==> src/rtl/sls_pkg.sv <==
// Shared types for the store lane splitter.
// Assumes: at most two beats per store (store size never exceeds the bus width).
package sls_pkg;
    typedef enum logic [1:0] {
        SLS_IDLE = 2'd0,   // no store held, input open
        SLS_LOW  = 2'd1,   // presenting the lower (or only) bus word
        SLS_HIGH = 2'd2    // presenting the upper bus word of a crossing store
    } sls_state_e;
endpackage

==> src/rtl/sls_lane_plan.sv <==
// Combinational lane planner: works out, for one byte-addressed store, the
// aligned base address, the strobes and rotated data of the lower and upper
// bus words, whether the store crosses into the upper word, and whether it is
// naturally aligned.
// Assumes: BUS_BYTES is a power of two and 2^size never exceeds BUS_BYTES.
module sls_lane_plan #(
    parameter int BUS_BYTES = 8,
    parameter int ADDR_W    = 32,
    parameter int OFF_W     = $clog2(BUS_BYTES),
    parameter int SIZE_W    = $clog2(OFF_W + 1),
    parameter int DATA_W    = 8 * BUS_BYTES
) (
    input  logic [ADDR_W-1:0]    addr,
    input  logic [SIZE_W-1:0]    size,
    input  logic [DATA_W-1:0]    data,
    output logic [ADDR_W-1:0]    base_addr,
    output logic [BUS_BYTES-1:0] strb_lo,
    output logic [BUS_BYTES-1:0] strb_hi,
    output logic [DATA_W-1:0]    data_lo,
    output logic [DATA_W-1:0]    data_hi,
    output logic                 crosses,
    output logic                 aligned
);
    localparam int WIDE_B = 2 * BUS_BYTES;

    logic [OFF_W-1:0]     offset;
    logic [OFF_W:0]       nbytes;
    logic [OFF_W:0]       nbytes_m1;
    logic [BUS_BYTES-1:0] len_mask;
    logic [DATA_W-1:0]    data_trim;
    logic [WIDE_B-1:0]    wide_strb;
    logic [2*DATA_W-1:0]  wide_data;

    // Byte offset of the store inside its bus word and its byte count.
    always_comb begin
        offset    = addr[OFF_W-1:0];
        nbytes    = (OFF_W+1)'(1) << size;
        nbytes_m1 = nbytes - (OFF_W+1)'(1);
    end

    // One enable and one trimmed data byte per byte position of the store.
    for (genvar i = 0; i < BUS_BYTES; i++) begin : g_byte
        localparam logic [OFF_W:0] IDX = (OFF_W+1)'(i);
        assign len_mask[i]        = (IDX < nbytes);
        assign data_trim[8*i +: 8] = len_mask[i] ? data[8*i +: 8] : 8'h00;
    end

    // Rotate enables and data across a two-word window by the byte offset.
    always_comb begin
        wide_strb = {{BUS_BYTES{1'b0}}, len_mask} << offset;
        wide_data = {{DATA_W{1'b0}}, data_trim} << {offset, 3'b000};
    end

    // Split the window into the two bus words and derive the flags.
    always_comb begin
        base_addr = {addr[ADDR_W-1:OFF_W], {OFF_W{1'b0}}};
        strb_lo   = wide_strb[BUS_BYTES-1:0];
        strb_hi   = wide_strb[WIDE_B-1:BUS_BYTES];
        data_lo   = wide_data[DATA_W-1:0];
        data_hi   = wide_data[2*DATA_W-1:DATA_W];
        crosses   = |strb_hi;
        aligned   = ((offset & nbytes_m1[OFF_W-1:0]) == {OFF_W{1'b0}});
    end
endmodule

==> src/rtl/sls_beat_seq.sv <==
// Beat sequencer: captures one planned store on acceptance and presents its
// one or two beats in address order, holding each until the bus takes it.
// Assumes: the plan inputs are valid whenever st_valid is high.
module sls_beat_seq
    import sls_pkg::*;
#(
    parameter int BUS_BYTES = 8,
    parameter int ADDR_W    = 32,
    parameter int DATA_W    = 8 * BUS_BYTES
) (
    input  logic                 clk,
    input  logic                 rst_n,
    input  logic                 st_valid,
    output logic                 st_ready,
    input  logic [ADDR_W-1:0]    plan_base,
    input  logic [BUS_BYTES-1:0] plan_strb_lo,
    input  logic [BUS_BYTES-1:0] plan_strb_hi,
    input  logic [DATA_W-1:0]    plan_data_lo,
    input  logic [DATA_W-1:0]    plan_data_hi,
    input  logic                 plan_crosses,
    input  logic                 plan_aligned,
    output logic                 bt_valid,
    input  logic                 bt_ready,
    output logic [ADDR_W-1:0]    bt_addr,
    output logic [BUS_BYTES-1:0] bt_strb,
    output logic [DATA_W-1:0]    bt_data,
    output logic                 bt_last,
    output logic                 bt_aligned
);
    localparam logic [ADDR_W-1:0] WORD_STEP = ADDR_W'(BUS_BYTES);

    sls_state_e           state;
    logic [ADDR_W-1:0]    hold_base;
    logic [BUS_BYTES-1:0] hold_strb_lo;
    logic [BUS_BYTES-1:0] hold_strb_hi;
    logic [DATA_W-1:0]    hold_data_lo;
    logic [DATA_W-1:0]    hold_data_hi;
    logic                 hold_crosses;
    logic                 hold_aligned;
    logic                 accept;
    logic                 take;

    // Handshake events on each side.
    always_comb begin
        st_ready = (state == SLS_IDLE);
        bt_valid = (state != SLS_IDLE);
        accept   = st_valid && st_ready;
        take     = bt_valid && bt_ready;
    end

    // State walk: idle -> low word -> (upper word) -> idle.
    always_ff @(posedge clk) begin
        if (!rst_n) begin
            state <= SLS_IDLE;
        end else begin
            case (state)
                SLS_IDLE: if (accept) state <= SLS_LOW;
                SLS_LOW:  if (take)   state <= hold_crosses ? SLS_HIGH : SLS_IDLE;
                SLS_HIGH: if (take)   state <= SLS_IDLE;
                default:              state <= SLS_IDLE;
            endcase
        end
    end

    // Capture the planned beats when a store is accepted.
    always_ff @(posedge clk) begin
        if (!rst_n) begin
            hold_base    <= '0;
            hold_strb_lo <= '0;
            hold_strb_hi <= '0;
            hold_data_lo <= '0;
            hold_data_hi <= '0;
            hold_crosses <= 1'b0;
            hold_aligned <= 1'b0;
        end else if (accept) begin
            hold_base    <= plan_base;
            hold_strb_lo <= plan_strb_lo;
            hold_strb_hi <= plan_strb_hi;
            hold_data_lo <= plan_data_lo;
            hold_data_hi <= plan_data_hi;
            hold_crosses <= plan_crosses;
            hold_aligned <= plan_aligned;
        end
    end

    // Select the beat currently presented.
    always_comb begin
        if (state == SLS_HIGH) begin
            bt_addr = hold_base + WORD_STEP;
            bt_strb = hold_strb_hi;
            bt_data = hold_data_hi;
            bt_last = 1'b1;
        end else begin
            bt_addr = hold_base;
            bt_strb = hold_strb_lo;
            bt_data = hold_data_lo;
            bt_last = !hold_crosses;
        end
        bt_aligned = hold_aligned;
    end

    // input closed while a beat is pending.
    p_closed_when_busy_r1: assert property (@(posedge clk) disable iff (!rst_n)
        bt_valid |-> !st_ready);

    // beat addresses sit on a bus-word boundary.
    p_word_addr_r2: assert property (@(posedge clk) disable iff (!rst_n)
        bt_valid |-> (bt_addr % WORD_STEP) == '0);

    // a taken non-final beat is followed by the next bus word.
    p_next_word_r2: assert property (@(posedge clk) disable iff (!rst_n)
        (take && !bt_last) |=> (bt_valid && bt_addr == $past(bt_addr) + WORD_STEP));

    // every presented beat enables at least one lane.
    p_some_lane_r3: assert property (@(posedge clk) disable iff (!rst_n)
        bt_valid |-> (bt_strb != '0));

    // the upper beat of a crossing store starts at lane 0.
    p_upper_from_lane0_r4: assert property (@(posedge clk) disable iff (!rst_n)
        (take && !bt_last) |=> bt_strb[0]);

    // a stalled beat holds every field.
    p_stall_hold_r9: assert property (@(posedge clk) disable iff (!rst_n)
        (bt_valid && !bt_ready) |=>
            (bt_valid && $stable({bt_addr, bt_strb, bt_data, bt_last, bt_aligned})));
endmodule

==> src/rtl/store_lane_splitter.sv <==
// Store lane splitter top: plans the lanes of an incoming byte-addressed store
// and sequences the resulting one or two bus beats.
// Assumes: store sizes are 2^st_size bytes with 2^st_size <= BUS_BYTES.
module store_lane_splitter #(
    parameter int BUS_BYTES = 8,
    parameter int ADDR_W    = 32,
    parameter int OFF_W     = $clog2(BUS_BYTES),
    parameter int SIZE_W    = $clog2(OFF_W + 1),
    parameter int DATA_W    = 8 * BUS_BYTES
) (
    input  logic                 clk,
    input  logic                 rst_n,
    input  logic                 st_valid,
    output logic                 st_ready,
    input  logic [ADDR_W-1:0]    st_addr,
    input  logic [SIZE_W-1:0]    st_size,
    input  logic [DATA_W-1:0]    st_data,
    output logic                 bt_valid,
    input  logic                 bt_ready,
    output logic [ADDR_W-1:0]    bt_addr,
    output logic [BUS_BYTES-1:0] bt_strb,
    output logic [DATA_W-1:0]    bt_data,
    output logic                 bt_last,
    output logic                 bt_aligned
);
    logic [ADDR_W-1:0]    plan_base;
    logic [BUS_BYTES-1:0] plan_strb_lo;
    logic [BUS_BYTES-1:0] plan_strb_hi;
    logic [DATA_W-1:0]    plan_data_lo;
    logic [DATA_W-1:0]    plan_data_hi;
    logic                 plan_crosses;
    logic                 plan_aligned;

    sls_lane_plan #(
        .BUS_BYTES(BUS_BYTES), .ADDR_W(ADDR_W), .OFF_W(OFF_W),
        .SIZE_W(SIZE_W), .DATA_W(DATA_W)
    ) u_plan (
        .addr      (st_addr),
        .size      (st_size),
        .data      (st_data),
        .base_addr (plan_base),
        .strb_lo   (plan_strb_lo),
        .strb_hi   (plan_strb_hi),
        .data_lo   (plan_data_lo),
        .data_hi   (plan_data_hi),
        .crosses   (plan_crosses),
        .aligned   (plan_aligned)
    );

    sls_beat_seq #(
        .BUS_BYTES(BUS_BYTES), .ADDR_W(ADDR_W), .DATA_W(DATA_W)
    ) u_seq (
        .clk          (clk),
        .rst_n        (rst_n),
        .st_valid     (st_valid),
        .st_ready     (st_ready),
        .plan_base    (plan_base),
        .plan_strb_lo (plan_strb_lo),
        .plan_strb_hi (plan_strb_hi),
        .plan_data_lo (plan_data_lo),
        .plan_data_hi (plan_data_hi),
        .plan_crosses (plan_crosses),
        .plan_aligned (plan_aligned),
        .bt_valid     (bt_valid),
        .bt_ready     (bt_ready),
        .bt_addr      (bt_addr),
        .bt_strb      (bt_strb),
        .bt_data      (bt_data),
        .bt_last      (bt_last),
        .bt_aligned   (bt_aligned)
    );
endmodule

==> config.mk <==
export PLATFORM = sky130hd
export DESIGN_NAME = store_lane_splitter
export DESIGN_NICKNAME = d
export VERILOG_FILES = /design/src/rtl/sls_pkg.sv /design/src/rtl/sls_lane_plan.sv /design/src/rtl/sls_beat_seq.sv /design/src/rtl/store_lane_splitter.sv
export SDC_FILE = /design/constraint.sdc
export NUM_CORES = 1
export LEC_CHECK = 0
export BUFFER_PORTS_ARGS = -buffer_cell sky130_fd_sc_hd__buf_2
export CORE_ASPECT_RATIO = 1.75
export CORE_MARGIN = 2
export CORE_UTILIZATION = 50
export DETAILED_ROUTE_END_ITERATION = 16
export GPL_TIMING_DRIVEN = 0
export PLACE_DENSITY = 0.87
export SLEW_MARGIN = 10
export SYNTH_ARGS = -nofsm -noshare
export SYNTH_HDL_FRONTEND = slang
export SYNTH_SLANG_ARGS = --single-unit
==> constraint.sdc <==
create_clock -name clk -period 8.6 [get_ports clk]
set_input_delay 1.72 -clock clk [delete_from_list [all_inputs] [get_ports clk]]
set_output_delay 1.72 -clock clk [all_outputs]
set_load 0.005 [all_outputs]
==> impl_metrics.csv <==
group,metric,value,unit
status,outcome,"complete, no violations",
critical_path,critical_path_arrival,3.08,ns
power_and_ir_drop,p_leak,4.89,nW
hold_path,whs_endpoint,"u_seq.hold_data_hi[38]",
detailed_routing,routedWlPerCell,26.1,um
synthesis,ys_warn_count,0,
placement,hpwl,34700,um
sta,setup_tns,0,ns
sta,rsz0062_at_grt,"false",
critical_path,cp-start-kind,"register",
detailed_routing,highest_layer,"met4",
die,fp.dieW,107,um
power_and_ir_drop,report.power.total,1.95,mW
sta,final_max_slew_viol_count,0,
clock_network,clk_pin_slew,0.07,ns
synthesis,synthCells,1234,
detailed_routing,num_vias,10900,
final_layout,area_delta_synth_final,20.3,%
critical_path,max_stage_delay,0.80,ns
die,die-area,19600,sq um
critical_path,rr_worst_depth,6,
power_and_ir_drop,vdd_drop_max,0.000135,V
clock_network,numCtsBuffers,17,
detailed_routing,drt-total-wl,44600,um
sta,slew_headroom,19.1,%
die,num_rows,65,
synthesis,synthTopCellsByArea,"dfxtp_1 36%, nand2_1 13%, a22oi_1 5.7%",
detailed_routing,wl_met1,14600,um
die,core,18100,sq um
hold_path,hp-start,"u_seq.hold_data_hi[38]",
synthesis,async_flop_share,0,%
critical_path,reg2reg_from,"u_seq.state[1]",
sta,hold_viol_final,0,
global_route,grt_pass1_vias,10800,
sta,setup_viol,0,
die,ios,210,
global_route,antenna_found_initial,1,
detailed_routing,dr_wl_met3,3460,um
critical_path,path_cells,"nor2b_1 -> clkbuf_1 -> clkbuf_1 -> buf_1 -> nand2_1 -> nand2_1 -> buf_2",
synthesis,ys_seq_elements,168,
global_route,grt.overflow.total,0,
critical_path,timing.rr.end,"u_seq.hold_data_lo[7]",
detailed_routing,ant_nets,0,
detailed_routing,drcViolationCount,0,
clock_network,cts_resized,0,
detailed_routing,routed_via_density,6.38,
clock_network,clkSinkCount,168,
final_layout,drive_gt1_share,21.3,%
detailed_routing,drt_iter0_drc,1296,
global_route,grt_first_pass_wirelength,63800,um
sta,fmax,208,MHz
synthesis,yosys.area.top_type,"dfxtp_1",
critical_path,worstPathMaxFanout,10,
sta,period_needed,4.80,ns
synthesis,avgSynthCellArea,7.48,sq um
power_and_ir_drop,power.density,176,nW/um^2
clock_network,post-cts-setup-buffers,0,
hold_path,hp-class,"reg -> reg",
detailed_routing,wl_met2,20900,um
global_route,grt_usage,44.6,%
critical_path,cp-end-kind,"output port",
critical_path,path_class,"reg -> out",
synthesis,syn-cell-area,9230,sq um
synthesis,synth_cell_types,60,
global_route,grt_start_max_net_pins,17,
detailed_routing,dr.pass1.iters,6,
hold_path,hold_depth,2,
placement,placed_cells,1674,
clock_network,cts_hold_buf,0,
clock_network,clockBufferDepth,2,
clock_network,root_buffer,"clkbuf_16",
sta,clock_skew,0.00666,ns
final_layout,final_cells,1706,
placement,portBuffers,204,
final_layout,nets,1564,
clock_network,clock_latency,0.45,ns
synthesis,synth_edf_count,0,
synthesis,yosysSeqAreaShare,36.5,%
critical_path,required,6.88,ns
clock_network,cts_tree,"built",
placement,gp_congestion,1.06,
die,die_y,184,um
synthesis,ys_dominant_reg_cell,"dfxtp_1",
critical_path,worst-r2r-setup-slack,5.94,ns
critical_path,critPathSlowestCell,"buf_1",
synthesis,yosysTopAreaCellShare,36.5,%
job,maxCapViolCount,0,
sta,tightest_slew,1.21,ns
die,start_util,51.1,%
sta,final.period_utilization,55.8,%
clock_network,htreeDepth,4,
per-layer routing:
| layer | track usage [%] | vias up |
|---|---|---|
| met2 | 75.4 | 823 |
| li1 | - | 4775 |
| met1 | 44.2 | 5014 |
| met3 | 7.83 | 277 |
| met5 | 0 | - |
| met4 | 45.1 | 0 |
registers in the layout (all words and copies together), names as in the netlist:
signal and count:
u_seq.hold_data_lo 64, u_seq.hold_data_hi 56, u_seq.hold_base 29, u_seq.hold_strb_lo 8, u_seq.hold_strb_hi 7, u_seq.state 2, u_seq.bt_aligned 1, u_seq.hold_crosses 1
critical path: cells and delay by family, from the launching register on:
kind,cells,cell delay [ns]
DFF,1,0.44
and+or+nand+nor,3,0.46
buffers and inverters,4,1.72
per-stage QoR:
stage               hold WS (ns)  instance area [sq um]  utilization (%)  setup WS [ns]
finish                     0.462                  11100             61.5           3.80
global route               0.483                  11100             61.5           3.75
CTS                        0.461                  11100             61.5           3.95
detailed placement         0.449                  10500             58.4           3.57
global placement           0.438                  10500             58.4           3.56
floorplan                  0.425                   9230                -           4.50
final cells by class:
| cell class | instances | area (sq um) |
|---|---|---|
| fill | 1774 | 6960 |
| multi-input combinational | 951 | 5360 |
| sequential | 168 | 3360 |
| timing repair buffer | 204 | 1020 |
| buffer | 108 | 475 |
| clock buffer | 18 | 439 |
| tap | 234 | 293 |
| clock inverter | 13 | 109 |
| inverter | 9 | 33.8 |
| antenna | 1 | 2.50 |
kinds of logic (layout without fill, tap and decap cells):
kind of cell,after synthesis,in the layout,synth area share (%)
flops,168,168,36.5
simple gates,579,579,27.1
buf+inv,117,352,5.52
xor+xnor,28,28,2.66
compound gates,286,286,21.9
other cells,1,4,0.0406
mux,52,52,5.94
fa+ha+maj,3,3,0.407
Yosys cell counts, drive strengths merged, types with 8 or more instances:
master and count:
a21oi 65, a222oi 23, a22oi 70, a2bb2oi 13, a32o 8, a32oi 10
and2 13, buf 51, clkbuf 57, dfxtp 168, mux2 22, mux2i 30
nand2 315, nand2b 9, nand3 35, nor2 141, nor2b 20, nor3 14
o21ai 39, o221ai 9, o22ai 14, xnor2 19, xor2 9
worst max path at each step:
stage                               from                      to  slack (ns)
after CTS                 u_seq.state[1]             bt_data[43]        3.95
after global placement        st_size[1]  u_seq.hold_data_lo[17]        3.56
after global routing          st_size[1]  u_seq.hold_data_lo[22]        3.75
final                     u_seq.state[1]             bt_data[42]        3.80
after floorplan               st_size[1]  u_seq.hold_data_lo[40]        4.50
after detailed placement      st_size[1]  u_seq.hold_data_lo[19]        3.57
layout by cell type, fill, tap and decap left out, types with 30 or more instances in the layout:
| master | Yosys | routed |
|---|---|---|
| nor2_1 | 138 | 138 |
| clkbuf_1 | 57 | 57 |
| nand2_1 | 315 | 315 |
| nand3_1 | 35 | 35 |
| buf_2 | 29 | 233 |
| a21oi_1 | 65 | 65 |
| o21ai_0 | 39 | 39 |
| dfxtp_1 | 168 | 168 |
| mux2i_1 | 30 | 30 |
| a22oi_1 | 70 | 70 |
where the power goes:
part / switching [mW] / internal, mW
logic: 0.246 / 0.126
clock network: 0.356 / 0.384
registers: 0.0275 / 0.811
total: 0.630 / 1.32
Note: power is estimated with default switching activity, not from simulation.
